--- config.mk ---
export PLATFORM = sky130hd
export DESIGN_NAME = i2c_dual_master
export DESIGN_NICKNAME = d
export VERILOG_FILES = /design/src/rtl/i2c_dm_pkg.sv /design/src/rtl/i2c_dm_datapath.sv /design/src/rtl/i2c_dm_control.sv /design/src/rtl/i2c_dual_master.sv
export SDC_FILE = /design/constraint.sdc
export NUM_CORES = 1
export LEC_CHECK = 0
export ABC_AREA = 1
export BUFFER_PORTS_ARGS = -buffer_cell sky130_fd_sc_hd__buf_2
export CAP_MARGIN = 25
export CORE_ASPECT_RATIO = 1.25
export CORE_MARGIN = 1.5
export CORE_UTILIZATION = 60
export CTS_BUF_LIST = sky130_fd_sc_hd__clkbuf_16
export CTS_CLUSTER_DIAMETER = 100
export DETAILED_ROUTE_END_ITERATION = 10
export PLACE_DENSITY = 0.87
export SLEW_MARGIN = 10
export SYNTH_ARGS = -nofsm -noshare
export SYNTH_HDL_FRONTEND = slang
export SYNTH_SLANG_ARGS = --single-unit
--- constraint.sdc ---
create_clock -name clk -period 3.1 [get_ports clk]
set_clock_uncertainty 0.15 [all_clocks]
set_input_delay 0.155 -clock clk [delete_from_list [all_inputs] [get_ports clk]]
set_output_delay 0.155 -clock clk [all_outputs]
set_load 0.01 [all_outputs]
--- src/rtl/i2c_dm_pkg.sv ---
`timescale 1ns/1ps
package i2c_dm_pkg;
  localparam int BYTE_W = 8;
  localparam int CNT_W  = $clog2(BYTE_W + 1);
  localparam int CTL_W  = 3;
  localparam int CTL_SW = 0;
  localparam int CTL_SCL = 1;
  localparam int CTL_SDA = 2;
  localparam int LINES  = 2;
  localparam int LINE_SCL = 0;
  localparam int LINE_SDA = 1;

  typedef enum logic [2:0] {ST_IDLE, ST_START, ST_BITLO, ST_BITHI, ST_STOP} phase_e;

  typedef struct packed {
    logic load;
    logic shift;
    logic rxDone;
    logic ackSet;
    logic divRestart;
    logic sclLow;
    logic sdaLow;
    logic sdaFree;
  } strobe_t;
endpackage

--- src/rtl/i2c_dm_datapath.sv ---
`timescale 1ns/1ps
module i2c_dm_datapath
  import i2c_dm_pkg::*;
#(
  parameter int DIV_W = 8
) (
  input  logic               clk,
  input  logic               rst_n,
  input  strobe_t            strb,
  input  logic               ctlWrEn,
  input  logic [CTL_W-1:0]   ctlWrData,
  input  logic [DIV_W-1:0]   divCfg,
  input  logic [BYTE_W-1:0]  cmdData,
  input  logic               sclIn,
  input  logic               sdaIn,
  output logic               swMode,
  output logic               tick,
  output logic               txMsb,
  output logic               sdaHigh,
  output logic [BYTE_W-1:0]  rxData,
  output logic               rxValid,
  output logic [CTL_W-1:0]   statOut,
  output logic               sclOe,
  output logic               sdaOe
);
  logic swEn, swScl, swSda;
  logic hwSclQ, hwSdaQ;
  logic [DIV_W-1:0] divCnt;
  logic [BYTE_W-1:0] shiftReg, rxReg;
  logic rxValidQ, ackErrQ;
  logic [LINES-1:0] padLow, syncA, syncB;

  assign padLow = {~sdaIn, ~sclIn};

  // software pull bits and mode, gated onto the pads below
  always_ff @(posedge clk or negedge rst_n) begin
    if (!rst_n) begin
      swEn  <= 1'b0;
      swScl <= 1'b0;
      swSda <= 1'b0;
    end else if (ctlWrEn) begin
      swEn  <= ctlWrData[CTL_SW];
      swScl <= ctlWrData[CTL_SCL];
      swSda <= ctlWrData[CTL_SDA];
    end
  end

  // hardware pad drive; SDA moves only while SCL is already low unless freed
  always_ff @(posedge clk or negedge rst_n) begin
    if (!rst_n) begin
      hwSclQ <= 1'b0;
      hwSdaQ <= 1'b0;
    end else begin
      hwSclQ <= strb.sclLow;
      if (strb.sdaFree || hwSclQ) hwSdaQ <= strb.sdaLow;
    end
  end

  // phase divider
  always_ff @(posedge clk or negedge rst_n) begin
    if (!rst_n) divCnt <= '0;
    else if (strb.divRestart || divCnt == '0) divCnt <= divCfg;
    else divCnt <= divCnt - 1'b1;
  end
  assign tick = (divCnt == '0);

  // line synchronizer, two stages
  always_ff @(posedge clk or negedge rst_n) begin
    if (!rst_n) begin
      syncA <= '0;
      syncB <= '0;
    end else begin
      syncA <= padLow;
      syncB <= syncA;
    end
  end

  // byte shifter, receive register, acknowledge flag
  always_ff @(posedge clk or negedge rst_n) begin
    if (!rst_n) begin
      shiftReg <= '0;
      rxReg    <= '0;
      rxValidQ <= 1'b0;
      ackErrQ  <= 1'b0;
    end else begin
      if (strb.load) shiftReg <= cmdData;
      else if (strb.shift) shiftReg <= {shiftReg[BYTE_W-2:0], ~syncB[LINE_SDA]};
      rxValidQ <= strb.rxDone;
      if (strb.rxDone) rxReg <= shiftReg;
      if (strb.load) ackErrQ <= 1'b0;
      else if (strb.ackSet) ackErrQ <= 1'b1;
    end
  end

  assign swMode  = swEn;
  assign txMsb   = shiftReg[BYTE_W-1];
  assign sdaHigh = ~syncB[LINE_SDA];
  assign rxData  = rxReg;
  assign rxValid = rxValidQ;
  assign statOut = {ackErrQ, syncB[LINE_SDA], syncB[LINE_SCL]};
  assign sclOe   = swEn ? swScl : hwSclQ;
  assign sdaOe   = swEn ? swSda : hwSdaQ;

  AST_SW_PINS_FOLLOW_WRITE: assert property (@(posedge clk) disable iff (!rst_n)
    $past(ctlWrEn && ctlWrData[CTL_SW]) |->
      (sclOe == $past(ctlWrData[CTL_SCL])) && (sdaOe == $past(ctlWrData[CTL_SDA])));
  AST_SW_BLOCKS_ENGINE: assert property (@(posedge clk) disable iff (!rst_n)
    (swMode && $past(swMode) && !$past(ctlWrEn)) |-> ($stable(sclOe) && $stable(sdaOe)));
  AST_SDA_HOLD_SCL_HIGH: assert property (@(posedge clk) disable iff (!rst_n)
    (!swMode && $past(!swMode) && $past(!sclOe) && $past(!strb.sdaFree)) |-> $stable(sdaOe));
endmodule

--- src/rtl/i2c_dm_control.sv ---
`timescale 1ns/1ps
module i2c_dm_control
  import i2c_dm_pkg::*;
(
  input  logic    clk,
  input  logic    rst_n,
  input  logic    swMode,
  input  logic    tick,
  input  logic    txMsb,
  input  logic    sdaHigh,
  input  logic    ackErr,
  input  logic    cmdValid,
  input  logic    cmdStart,
  input  logic    cmdStop,
  input  logic    cmdRead,
  input  logic    cmdNack,
  output logic    cmdReady,
  output strobe_t strb
);
  phase_e state;
  logic [1:0] step;
  logic [CNT_W-1:0] bitCnt;
  logic busHeld, rdQ, nackQ, stopQ;
  logic accept, lastBit, ackBad, dataLow;

  assign cmdReady = (state == ST_IDLE) && !swMode;
  assign accept   = cmdValid && cmdReady;
  assign lastBit  = (bitCnt == CNT_W'(BYTE_W));
  assign ackBad   = !rdQ && sdaHigh;
  assign dataLow  = lastBit ? (rdQ && !nackQ) : (!rdQ && !txMsb);

  always_ff @(posedge clk or negedge rst_n) begin
    if (!rst_n) begin
      state   <= ST_IDLE;
      step    <= '0;
      bitCnt  <= '0;
      busHeld <= 1'b0;
      rdQ     <= 1'b0;
      nackQ   <= 1'b0;
      stopQ   <= 1'b0;
    end else begin
      case (state)
        ST_IDLE: if (accept) begin
          rdQ    <= cmdRead;
          nackQ  <= cmdNack;
          stopQ  <= cmdStop;
          bitCnt <= '0;
          step   <= '0;
          state  <= (cmdStart || !busHeld) ? ST_START : ST_BITLO;
        end
        ST_START: if (tick) begin
          if (step == 2'd3) begin
            state   <= ST_BITLO;
            busHeld <= 1'b1;
          end else step <= step + 1'b1;
        end
        ST_BITLO: if (tick) state <= ST_BITHI;
        ST_BITHI: if (tick) begin
          if (!lastBit) begin
            bitCnt <= bitCnt + 1'b1;
            state  <= ST_BITLO;
          end else if (ackBad || stopQ) begin
            step  <= '0;
            state <= ST_STOP;
          end else state <= ST_IDLE;
        end
        ST_STOP: if (tick) begin
          if (step == 2'd2) begin
            state   <= ST_IDLE;
            busHeld <= 1'b0;
          end else step <= step + 1'b1;
        end
        default: state <= ST_IDLE;
      endcase
    end
  end

  always_comb begin
    strb            = '0;
    strb.load       = accept;
    strb.divRestart = accept;
    case (state)
      ST_IDLE:  strb.sclLow = busHeld;
      ST_START: begin
        strb.sclLow  = (step == 2'd0) ? busHeld : (step == 2'd3);
        strb.sdaLow  = (step >= 2'd2);
        strb.sdaFree = (step == 2'd2);
      end
      ST_BITLO: begin
        strb.sclLow = 1'b1;
        strb.sdaLow = dataLow;
      end
      ST_BITHI: begin
        strb.sdaLow = dataLow;
        strb.shift  = tick && !lastBit;
        strb.rxDone = tick && lastBit && rdQ;
        strb.ackSet = tick && lastBit && ackBad;
      end
      ST_STOP: begin
        strb.sclLow  = (step == 2'd0);
        strb.sdaLow  = (step != 2'd2);
        strb.sdaFree = (step == 2'd2);
      end
      default: strb.sclLow = 1'b0;
    endcase
  end

  AST_PHASE_ON_TICK: assert property (@(posedge clk) disable iff (!rst_n)
    (state != $past(state) && $past(state) != ST_IDLE) |-> $past(tick));
  AST_NACK_FORCES_STOP: assert property (@(posedge clk) disable iff (!rst_n)
    $rose(ackErr) |-> (state == ST_STOP));
endmodule

--- src/rtl/i2c_dual_master.sv ---
`timescale 1ns/1ps
module i2c_dual_master
  import i2c_dm_pkg::*;
#(
  parameter int DIV_W = 8
) (
  input  logic              clk,
  input  logic              rst_n,
  input  logic              ctlWrEn,
  input  logic [2:0]        ctlWrData,
  output logic [2:0]        statOut,
  input  logic [DIV_W-1:0]  divCfg,
  input  logic              cmdValid,
  output logic              cmdReady,
  input  logic              cmdStart,
  input  logic              cmdStop,
  input  logic              cmdRead,
  input  logic              cmdNack,
  input  logic [7:0]        cmdData,
  output logic [7:0]        rxData,
  output logic              rxValid,
  input  logic              sclIn,
  input  logic              sdaIn,
  output logic              sclOe,
  output logic              sdaOe
);
  strobe_t strb;
  logic swMode, tick, txMsb, sdaHigh;

  i2c_dm_control ctrl_i (
    .clk(clk), .rst_n(rst_n), .swMode(swMode), .tick(tick), .txMsb(txMsb),
    .sdaHigh(sdaHigh), .ackErr(statOut[2]), .cmdValid(cmdValid), .cmdStart(cmdStart),
    .cmdStop(cmdStop), .cmdRead(cmdRead), .cmdNack(cmdNack), .cmdReady(cmdReady),
    .strb(strb)
  );

  i2c_dm_datapath #(.DIV_W(DIV_W)) dp_i (
    .clk(clk), .rst_n(rst_n), .strb(strb), .ctlWrEn(ctlWrEn), .ctlWrData(ctlWrData),
    .divCfg(divCfg), .cmdData(cmdData), .sclIn(sclIn), .sdaIn(sdaIn),
    .swMode(swMode), .tick(tick), .txMsb(txMsb), .sdaHigh(sdaHigh),
    .rxData(rxData), .rxValid(rxValid), .statOut(statOut), .sclOe(sclOe), .sdaOe(sdaOe)
  );
endmodule

==> summary.txt <==
Run status
  • Status: completed

Global route
  • Largest net degree at the start of global routing: 49
  • Vias in the first global route: 2046
  • Met3 GRT Util: 0.0441
  • Met2 Use GR: 0.442
  • Gr usage total: 0.248
  • Global route hottest layer: met2
  • Initial antenna violation count: 0
  • GRT met1 Usage: 0.293
  • Gr ovfl total: 0
  • First-pass GRT wire length: 8580 um

CTS
  • H-Tree Depth: 2
  • Clk_lat worst skew: 0.29 ns
  • Clk root buf: clkbuf_16
  • Reg clk slew, reported paths: 0.07 ns
  • Max Buffers Root-to-Sink: 2
  • Clock sink total: 48
  • TritonCTS clock tree: done
  • CTS Buf Count: 5
  • Post-CTS resize count: 0
  • Hold-fix buffers, CTS: 21
  • # Post-CTS Setup Buffers: 0

Layout
  • Nets: 418
  • Antenna fix cells: 0
  • Register area: 1200 um^2
  • Layout cells sized above 1: 0.185
  • Multi-input logic area: 1150 um^2
  • Filler cell count: 286
  • Area Overhead vs Synth: 24.9%
  • Final core area utilization: 0.775

Floorplan
  • Std cell rows: 26
  • Die Ht: 75.5 um
  • Core Region: 4070 um^2
  • Die width: 61.0 um
  • Starting Density: 0.621
  • I/O pin cnt: 44
  • Die footprint: 4610 um^2

Yosys
  • Cells after Synth: 315
  • Synth warn: 0
  • Yosys cell types: 28
  • Synthesized cell area: 2520 um^2
  • Most common cell in the synthesized netlist: nand2_1
  • #FFs+latches synth: 48
  • Top cells by count, synth: nand2_1, dfrtp_1, inv_1
  • Synth area leaders: dfrtp_1, nand2_1, o21ai_0
  • Yosys top cell area share: 0.476
  • Register area share after synthesis: 0.476
  • Mapped Avg Cell Area: 8.02 um^2
  • Synth async-reset ratio: 1.00
  • Largest area contributor in the synthesized netlist: dfrtp_1
  • Net Count, Synth: 351
  • Ys flop type: dfrtp_1
  • Number of flops mapped to enable cells by yosys: 0

Hold path
  • Worst hold path type: in -> reg

Critical path
  • CP Max Fanout: 15
  • CP endpoint kind: flip-flop
  • CP most frequent cell: nand2_1
  • Worst Path Class, Setup: reg -> reg
  • Crit start category: flip-flop
  • Crit path largest cell delay: 0.38 ns
  • CP required: 3.12 ns
  • Worst EP arrival: 2.09 ns
  • CP Cell Sequence: inv_1 -> ha_1 -> nand2_1 -> nor2_2 -> inv_1 -> o21ai_4 -> inv_2 -> nand2_1 -> nand2_1
  • Crit-path slowest cell: dfrtp_1

Timing
  • Min cycle time layout: 2.07 ns
  • Fmax: 483 MHz
  • Hold_ws: 0.00684 ns
  • Worst Tran Pin Value: 0.572 ns
  • RSZ-0062 raised after global routing: false
  • # setup viols final: 0
  • Slew headroom: 0.618
  • Setup TNS Final: 0 ns
  • Final worst-path cycle share: 0.667
  • Slew Viols, Final: 0
  • Final number of hold-violating endpoints: 0

Drt
  • Via density: 4.97
  • Starting DRC count in detailed routing: 97
  • DR WL/cell: 12.2 um
  • Routed wire length: 5350 um
  • Drt first pass iters: 4
  • DRT antenna net count: 0
  • Vias: 2181
  • Residual DRC: 0

Place
  • Gpl congestion: 0.868
  • I/O Buffers: 43
  • HPWL after DPL: 3630 um

Pwr
  • Total power draw: 2410 uW
  • Sequential share of power: 0.394
  • Leakage: 0.00167 uW
  • Clk network pwr share: 0.221
  • Pwr dens: 764 nW/um^2
  • Logic gate share of total power: 0.385
  • Peak supply drop: 0.000773 V
  • Sw Ratio: 0.400
  • Switching power total: 965 uW
  • Internal power: 1440 uW

Job
  • Number of max-cap violations: 0
## worst max-delay path, delay by kind of cell, from the launching register on
family / cells / cell delay [ns]
DFF: 1 / 0.38
buffers and inverters: 3 / 0.44
and+or+nand+nor: 4 / 0.46
AOI/OAI and AO/OA: 1 / 0.36
adders and majority gates: 1 / 0.16
## power by group through the flow
stage	Combinational, uW	Sequential (uW)	Clock (uW)
2_1_floorplan	702	924	0
3_3_place_gp	853	948	0
3_5_place_dp	887	958	0
4_1_cts	919	947	541
5_1_grt	1060	969	564
6_report	928	949	533
## logic make-up after synthesis
group | count (synthesis) | synth area share
AND/OR/NAND/NOR | 172 | 0.299
flip-flops | 48 | 0.476
AO/OA/AOI/OAI | 40 | 0.0917
buffers and inverters | 39 | 0.0669
XOR/XNOR | 8 | 0.0278
adder cells (fa/ha/maj) | 7 | 0.0347
multiplexers | 1 | 0.00446
## state kept, by name (all words and copies together) (netlist names), 2 cells and up
register and cells:
dp_i.rxData 8, dp_i.syncA 2, ctrl_i.state 3, dp_i.syncB 2
dp_i.shiftReg 8, ctrl_i.step 2, ctrl_i.bitCnt 4, dp_i.divCnt 8
## cells in the final DEF (no fill, tap or decap)
cell type	count
clkinvlp_4	1
nand4_1	2
mux2_2	1
buf_16	1
nand2_1	122
o211a_1	1
o21ai_2	2
nor2_4	2
clkinv_2	1
inv_1	31
xnor2_1	3
xor2_1	5
o21ai_4	1
ha_1	7
nor2_1	18
nand2_4	3
o21ai_1	2
clkbuf_16	5
o211ai_1	1
nor3_4	1
inv_2	3
nor2_8	1
nand3_1	17
a21oi_1	6
nand3b_1	1
nand2_2	3
buf_2	43
nor2_2	2
dfrtp_1	48
o21ai_0	25
inv_6	1
o21bai_1	2
dlygate4sd3_1	21
## path summary, 6_finish.rpt
kind | end | depth (start not counted) | start | slack [ns]
max in group asynchronous | ctrl_i.step[1] | 3 | rst_n | 2.06
worst max-delay path | ctrl_i.bitCnt[0] | 9 | dp_i.divCnt[0] | 1.03
worst max register to register | ctrl_i.bitCnt[0] | 9 | dp_i.divCnt[0] | 1.03
worst min-delay path | dp_i.shiftReg[4] | 5 | cmdData[4] | 0.007
min in group asynchronous | dp_i.rxData[3] | 2 | rst_n | 0.23
worst min register to register | dp_i.syncB[1] | 0 | dp_i.syncA[1] | 0.20
## per-layer routing
metal  vias to the layer above  part of all wire  routed length, um
li1                       1119                 -                  -
met1                       996              0.44               2350
met2                        59              0.51               2750
met3                         7             0.031                166
met4                         0             0.016                 86
met5                         -                 0                  0
## stage by stage
stage          cells  instance area (um^2)  setup WS [ns]
2_1_floorplan    315                  2520           1.52
3_3_place_gp     409                  2770           1.10
4_1_cts          438                  3130           1.02
3_5_place_dp     409                  2770           1.04
6_report         439                  3150           1.03
5_1_grt          439                  3150          0.824
## cell type report
| type | count | area share |
|---|---|---|
| tap | 56 | 0.0222 |
| clock inverter | 3 | 0.00675 |
| clock buffer | 5 | 0.0397 |
| sequential | 48 | 0.381 |
| multi-input combinational | 228 | 0.366 |
| timing repair buffer | 65 | 0.144 |
| inverter | 34 | 0.0405 |
Note: power is estimated with default switching activity, not from simulation.
